## config.mk

```make
export PLATFORM = sky130hd
export DESIGN_NAME = row_readout_timer
export DESIGN_NICKNAME = d
export VERILOG_FILES = /design/src/rtl/rowtimer_pkg.sv /design/src/rtl/rowtimer_ctrl.sv /design/src/rtl/rowtimer_dp.sv /design/src/rtl/row_readout_timer.sv
export SDC_FILE = /design/constraint.sdc
export NUM_CORES = 1
export LEC_CHECK = 0
export BUFFER_PORTS_ARGS = -buffer_cell sky130_fd_sc_hd__buf_2
export CAP_MARGIN = 0
export CELL_PAD_IN_SITES_DETAIL_PLACEMENT = 1
export CELL_PAD_IN_SITES_GLOBAL_PLACEMENT = 1
export CORE_MARGIN = 5
export CORE_UTILIZATION = 42
export CTS_CLUSTER_DIAMETER = 100
export DETAILED_ROUTE_END_ITERATION = 10
export GPL_TIMING_DRIVEN = 0
export HOLD_SLACK_MARGIN = 0.05
export PLACE_DENSITY = 0.9
export SLEW_MARGIN = 20
export SYNTH_ARGS = -nofsm -noshare
export SYNTH_HDL_FRONTEND = slang
export SYNTH_HIERARCHICAL = 1
export SYNTH_SLANG_ARGS = --single-unit
```

## constraint.sdc

```tcl
create_clock -name clk -period 2.35 [get_ports clk]
set_input_delay 0.235 -clock clk [delete_from_list [all_inputs] [get_ports clk]]
set_output_delay 0.235 -clock clk [all_outputs]
set_load 0.005 [all_outputs]
```

## src/rtl/rowtimer_pkg.sv

```systemverilog
package rowtimer_pkg;
  // strobes from control to the datapath
  typedef struct packed {
    logic load;     // capture start position and limit, clear counter
    logic advance;  // step counter and column address
  } dpStrobe_t;
endpackage

```

## src/rtl/rowtimer_ctrl.sv

```systemverilog
module rowtimer_ctrl
  import rowtimer_pkg::*;
#(
  parameter int GRAN_W = 2,
  parameter int PRE_W  = 6
) (
  input  logic              clk,
  input  logic              rstN,
  input  logic              rowSync,
  input  logic [GRAN_W-1:0] granSel,
  input  logic              lastPair,
  output dpStrobe_t         strobe,
  output logic              pixValid,
  output logic              rowDone,
  output logic              seqTick
);
  localparam logic [PRE_W-1:0] BASE_DIV = PRE_W'(4);

  logic [PRE_W-1:0] preCnt;
  logic [PRE_W-1:0] preLimit;

  // prescaler for the slow sequencer tick
  always_comb begin
    preLimit = (BASE_DIV << granSel) - PRE_W'(1);
    seqTick  = (preCnt >= preLimit);
  end

  always_ff @(posedge clk) begin
    if (!rstN)        preCnt <= '0;
    else if (seqTick) preCnt <= '0;
    else              preCnt <= preCnt + PRE_W'(1);
  end

  // readout window control; a sync has priority over the end of a row
  always_comb begin
    strobe.load    = rowSync;
    strobe.advance = pixValid && !rowSync && !lastPair;
  end

  always_ff @(posedge clk) begin
    if (!rstN) begin
      pixValid <= 1'b0;
      rowDone  <= 1'b0;
    end else begin
      pixValid <= rowSync || (pixValid && !lastPair);
      rowDone  <= pixValid && lastPair && !rowSync;
    end
  end
endmodule

```

## src/rtl/rowtimer_dp.sv

```systemverilog
module rowtimer_dp
  import rowtimer_pkg::*;
#(
  parameter int CNT_W     = 12,
  parameter int ADDR_W    = 11,
  parameter int START_POS = 640
) (
  input  logic              clk,
  input  logic              rstN,
  input  dpStrobe_t         strobe,
  input  logic [CNT_W-1:0]  pairCount,
  input  logic [ADDR_W-1:0] xStart,
  output logic [ADDR_W-1:0] colAddr,
  output logic              lastPair
);
  localparam logic [ADDR_W-1:0] START_MAX = ADDR_W'(START_POS - 1);

  logic [CNT_W-1:0]  pairCnt;
  logic [CNT_W-1:0]  pairLimit;
  logic [ADDR_W-1:0] startClamped;

  always_comb begin
    startClamped = (xStart > START_MAX) ? START_MAX : xStart;
    lastPair     = (pairCnt == pairLimit);
  end

  always_ff @(posedge clk) begin
    if (!rstN) begin
      pairCnt   <= '0;
      pairLimit <= '0;
      colAddr   <= '0;
    end else if (strobe.load) begin
      pairCnt   <= '0;
      pairLimit <= pairCount;
      colAddr   <= startClamped;
    end else if (strobe.advance) begin
      pairCnt   <= pairCnt + CNT_W'(1);
      colAddr   <= colAddr + ADDR_W'(1);
    end
  end
endmodule

```

## src/rtl/row_readout_timer.sv

```systemverilog
module row_readout_timer
  import rowtimer_pkg::*;
#(
  parameter int CNT_W     = 12,
  parameter int ADDR_W    = 11,
  parameter int GRAN_W    = 2,
  parameter int START_POS = 640
) (
  input  logic              clk,
  input  logic              rstN,
  input  logic              rowSync,
  input  logic [GRAN_W-1:0] granSel,
  input  logic [CNT_W-1:0]  pairCount,
  input  logic [ADDR_W-1:0] xStart,
  output logic              pixValid,
  output logic [ADDR_W-1:0] colAddr,
  output logic              rowDone,
  output logic              seqTick
);
  // prescaler wide enough for 4 << max select
  localparam int PRE_W = (1 << GRAN_W) + 3;

  dpStrobe_t strobe;
  logic      lastPair;

  rowtimer_ctrl #(.GRAN_W(GRAN_W), .PRE_W(PRE_W)) u_ctrl (
    .clk(clk), .rstN(rstN), .rowSync(rowSync), .granSel(granSel),
    .lastPair(lastPair), .strobe(strobe), .pixValid(pixValid),
    .rowDone(rowDone), .seqTick(seqTick)
  );

  rowtimer_dp #(.CNT_W(CNT_W), .ADDR_W(ADDR_W), .START_POS(START_POS)) u_dp (
    .clk(clk), .rstN(rstN), .strobe(strobe), .pairCount(pairCount),
    .xStart(xStart), .colAddr(colAddr), .lastPair(lastPair)
  );
endmodule

```

==> flow_summary_export.csv <==
group,metric,value,unit
status,status,"finished, final reports clean",
sta,fin_ws,0.209,ns
critical_path,cp-start-kind,"register",
critical_path,crit_path_end_kind,"register",
sta,final.min_clock_period,2.14,ns
synth,ys_ff_latch,44,
synth,synthCells,220,
critical_path,critPathMaxStageDelay,0.50,ns
synth,synthDistinctLibCells,46,
critical_path,critPathMaxFanout,10,
power_and_ir_drop,vdd_ir_drop_max,0.381,mV
hold_path,hold_start,"pairCount[10]",
cts,htree_levels,2,
critical_path,r2r-end,"u_dp/colAddr[5]",
detailed_routing,firstDrtPassIters,4,
synth,postSynthNetCount,253,
synth,ys_async_sr_fraction,0,%
floorplan,rows,26,
cts,cts_sinks,44,
cts,cts_hold_buf,0,
detailed_routing,finalWirelength,5.07,mm
sta,fin_crit_sh,91.1,%
cts,clock_path_buffers,2,
cts,numCtsBuffers,5,
critical_path,r2r_slack,0.21,ns
critical_path,path_cells,"xnor2_1 -> nand4_1 -> nor3_2 -> nor3b_1 -> buf_6 -> nand4_1 -> nor2_1 -> xor2_1 -> o221a_1",
global_route,overflow,0,
detailed_routing,num_vias,1800,
placed_design,io_buffer_count,41,
finish,diodes,0,
placed_design,preCtsSetupSlack,0.183,ns
finish,nets,301,
cts,cts.reportedPaths.clkPinSlew,0.09,ns
global_route,grt_pass1_wl,8.51,mm
synth,synth-main-ff-cell,"dfxtp_1",
detailed_routing,drtIter0Drc,105,
cts,post-cts-setup-buffers,0,
critical_path,cp.arrival,2.34,ns
sta,maxSlewViolCount,0,
critical_path,path_delay_family,"simple AND/OR/NAND/NOR gates",
sta,clock.fmax,467,MHz
global_route,grtUsageTotal,16.8,%
floorplan,core-area,5040,µm²
global_route,grt_pass1_vias,1742,
critical_path,crit_required,2.55,ns
finish,syn_to_final_growth,18.2,%
cts,cts_root_buffer,"clkbuf_8",
hold_path,hold_depth,3,
flow_run,maxCapViolations,0,
floorplan,start_util,42.7,%
sta,fin_worst_skew,0.00950,ns
critical_path,path_buf_inv,1,
sta,timing.hold.ws,0.195,ns
detailed_routing,ant_nets,0,
global_route,grt_max_degree,14,
detailed_routing,drc,0,
synth,seq_area_frac_synth,41.0,%
synth,yosysWarnings,6,
placed_design,gp_congestion,0.839,
floorplan,ios,42,
synth,synth_area,2150,µm²
critical_path,worstSetupPathType,"reg2reg",
synth,synth.avg_cell_area,9.78,µm²
floorplan,die_area,6650,µm²
finish,drive_above_1_share,25.7,%
floorplan,dieHeight,81.6,µm
critical_path,r2r-start,"u_dp/pairCnt[2]",
placed_design,dpl.hpwl,3.77,mm
power_and_ir_drop,p_leak,1.02,nW
detailed_routing,avgRoutedWirePerCell,15.0,µm
detailed_routing,via_per_inst,5.31,
hold_path,hold_end,"u_dp/pairLimit[10]",
finish,layout_commonest_cell,"dfxtp_1",
cts,worstSkewPairLatency,0.30,ns
cts,cts_tree,"yes",
global_route,antenna_found_initial,0,
floorplan,die_width,81.6,µm
critical_path,cpMostUsedCell,"nand4_1",
sta,worst-slew-pin-transition,0.512,ns
sta,setup_viol,0,
critical_path,rr_worst_depth,9,
synth,synth_edf_count,0,
hold_path,hold_class,"in2reg",
sta,relSlewSlack,65.8,%
finish,final_cell_mix,"dfxtp_1 (44), buf_2 (43), xnor2_1 (21), nor2b_1 (15), nor2_1 (15)",
sta,fin_tns_setup,0,ns
sta,grt_setup_unrepaired,"false",
power_and_ir_drop,p_per_area,579,nW/µm²
sta,hold_viol_final,0,
critical_path,cpMaxStageDelayCell,"dfxtp_1",
cts,cts.repair.resized,0,
## flip-flops by register name, indices dropped and copies added (netlist names)
signal,cells
u_dp/pairCnt,12
u_dp/pairLimit,12
u_dp/colAddr,11
u_ctrl/preCnt,7
u_ctrl/pixValid,1
u_ctrl/rowDone,1
## synth_stat cells, types with 3 or more instances
master / n / area share (%)
dfxtp_1: 44 / 41
xnor2_1: 21 / 8.6
nor2_1: 15 / 2.6
nor2b_1: 15 / 4.4
nand2_1: 14 / 2.4
mux2i_1: 13 / 6.0
nor3_1: 10 / 2.3
xor2_1: 9 / 3.7
nand4_1: 8 / 2.3
nand3_1: 6 / 1.4
ha_1: 5 / 2.9
clkbuf_1: 4 / 0.70
o221a_2: 4 / 2.1
a21boi_0: 3 / 1.0
a21oi_1: 3 / 0.70
and4b_1: 3 / 1.4
inv_1: 3 / 0.52
nor3b_1: 3 / 1.0
o22ai_1: 3 / 0.87
## stage by stage
stage	total power [mW]	util [%]	cell area [µm²]	std cells
detailed placement	0.993	48.5	2440	331
CTS	1.49	50.3	2540	339
floorplan	0.921	-	2150	220
global route	1.54	50.4	2540	339
finish	1.47	50.4	2540	339
global placement	0.986	48.5	2440	331
## worst max-delay path by stage
stage / start / cells after the start / slack (ns) / to
2_1_floorplan: u_dp/pairCnt[2] / 9 / 0.54 / u_dp/colAddr[5]
3_3_place_gp: u_dp/pairCnt[2] / 9 / 0.23 / u_dp/colAddr[5]
3_5_place_dp: u_dp/pairCnt[2] / 9 / 0.18 / u_dp/colAddr[5]
4_1_cts: u_dp/pairCnt[2] / 9 / 0.13 / u_dp/colAddr[5]
5_1_grt: u_dp/pairCnt[2] / 9 / 0.02 / u_dp/colAddr[9]
6_report: u_dp/pairCnt[2] / 9 / 0.21 / u_dp/colAddr[5]
## final cells by class
class                   instances  area, µm²
plain buffers                   9       51.3
clock buffers                   6       82.6
clock inverters                 2       10.0
fillers                       597       2500
inverters                       3       11.3
multi-input cells             164       1210
flip-flops and latches         44        881
well taps                      70       87.6
repair buffers                 41        205
## worst min-delay path, stage by stage
cell and delay, ns:
buf_2 0.08, mux2i_1 0.05, nor2b_1 0.09
## kinds of logic (layout without fill, tap and decap cells)
| group | Yosys count | count (layout) | share of synthesized area [%] |
|---|---|---|---|
| buffers and inverters | 12 | 61 | 2.91 |
| and+or+nand+nor | 88 | 88 | 24.5 |
| DFF | 44 | 44 | 41.0 |
| xor gates and xnor gates | 30 | 30 | 12.2 |
| adders and majority gates | 5 | 5 | 2.91 |
| AOI/OAI and AO/OA | 26 | 26 | 9.71 |
| muxes | 14 | 14 | 6.57 |
| other | 1 | 1 | 0.174 |
## per-layer routing
metal  track usage [%]  wire [µm]
met1              21.3       2370
met4              6.08         83
met5                 0          0
met3              4.28        199
met2              27.4       2420
## power breakdown
part | internal (mW) | total, mW | switching (mW)
logic | 0.0893 | 0.172 | 0.0830
registers | 0.774 | 0.804 | 0.0295
clock network | 0.235 | 0.494 | 0.260
total | 1.10 | 1.47 | 0.372
(Power assumes the default switching activity.)
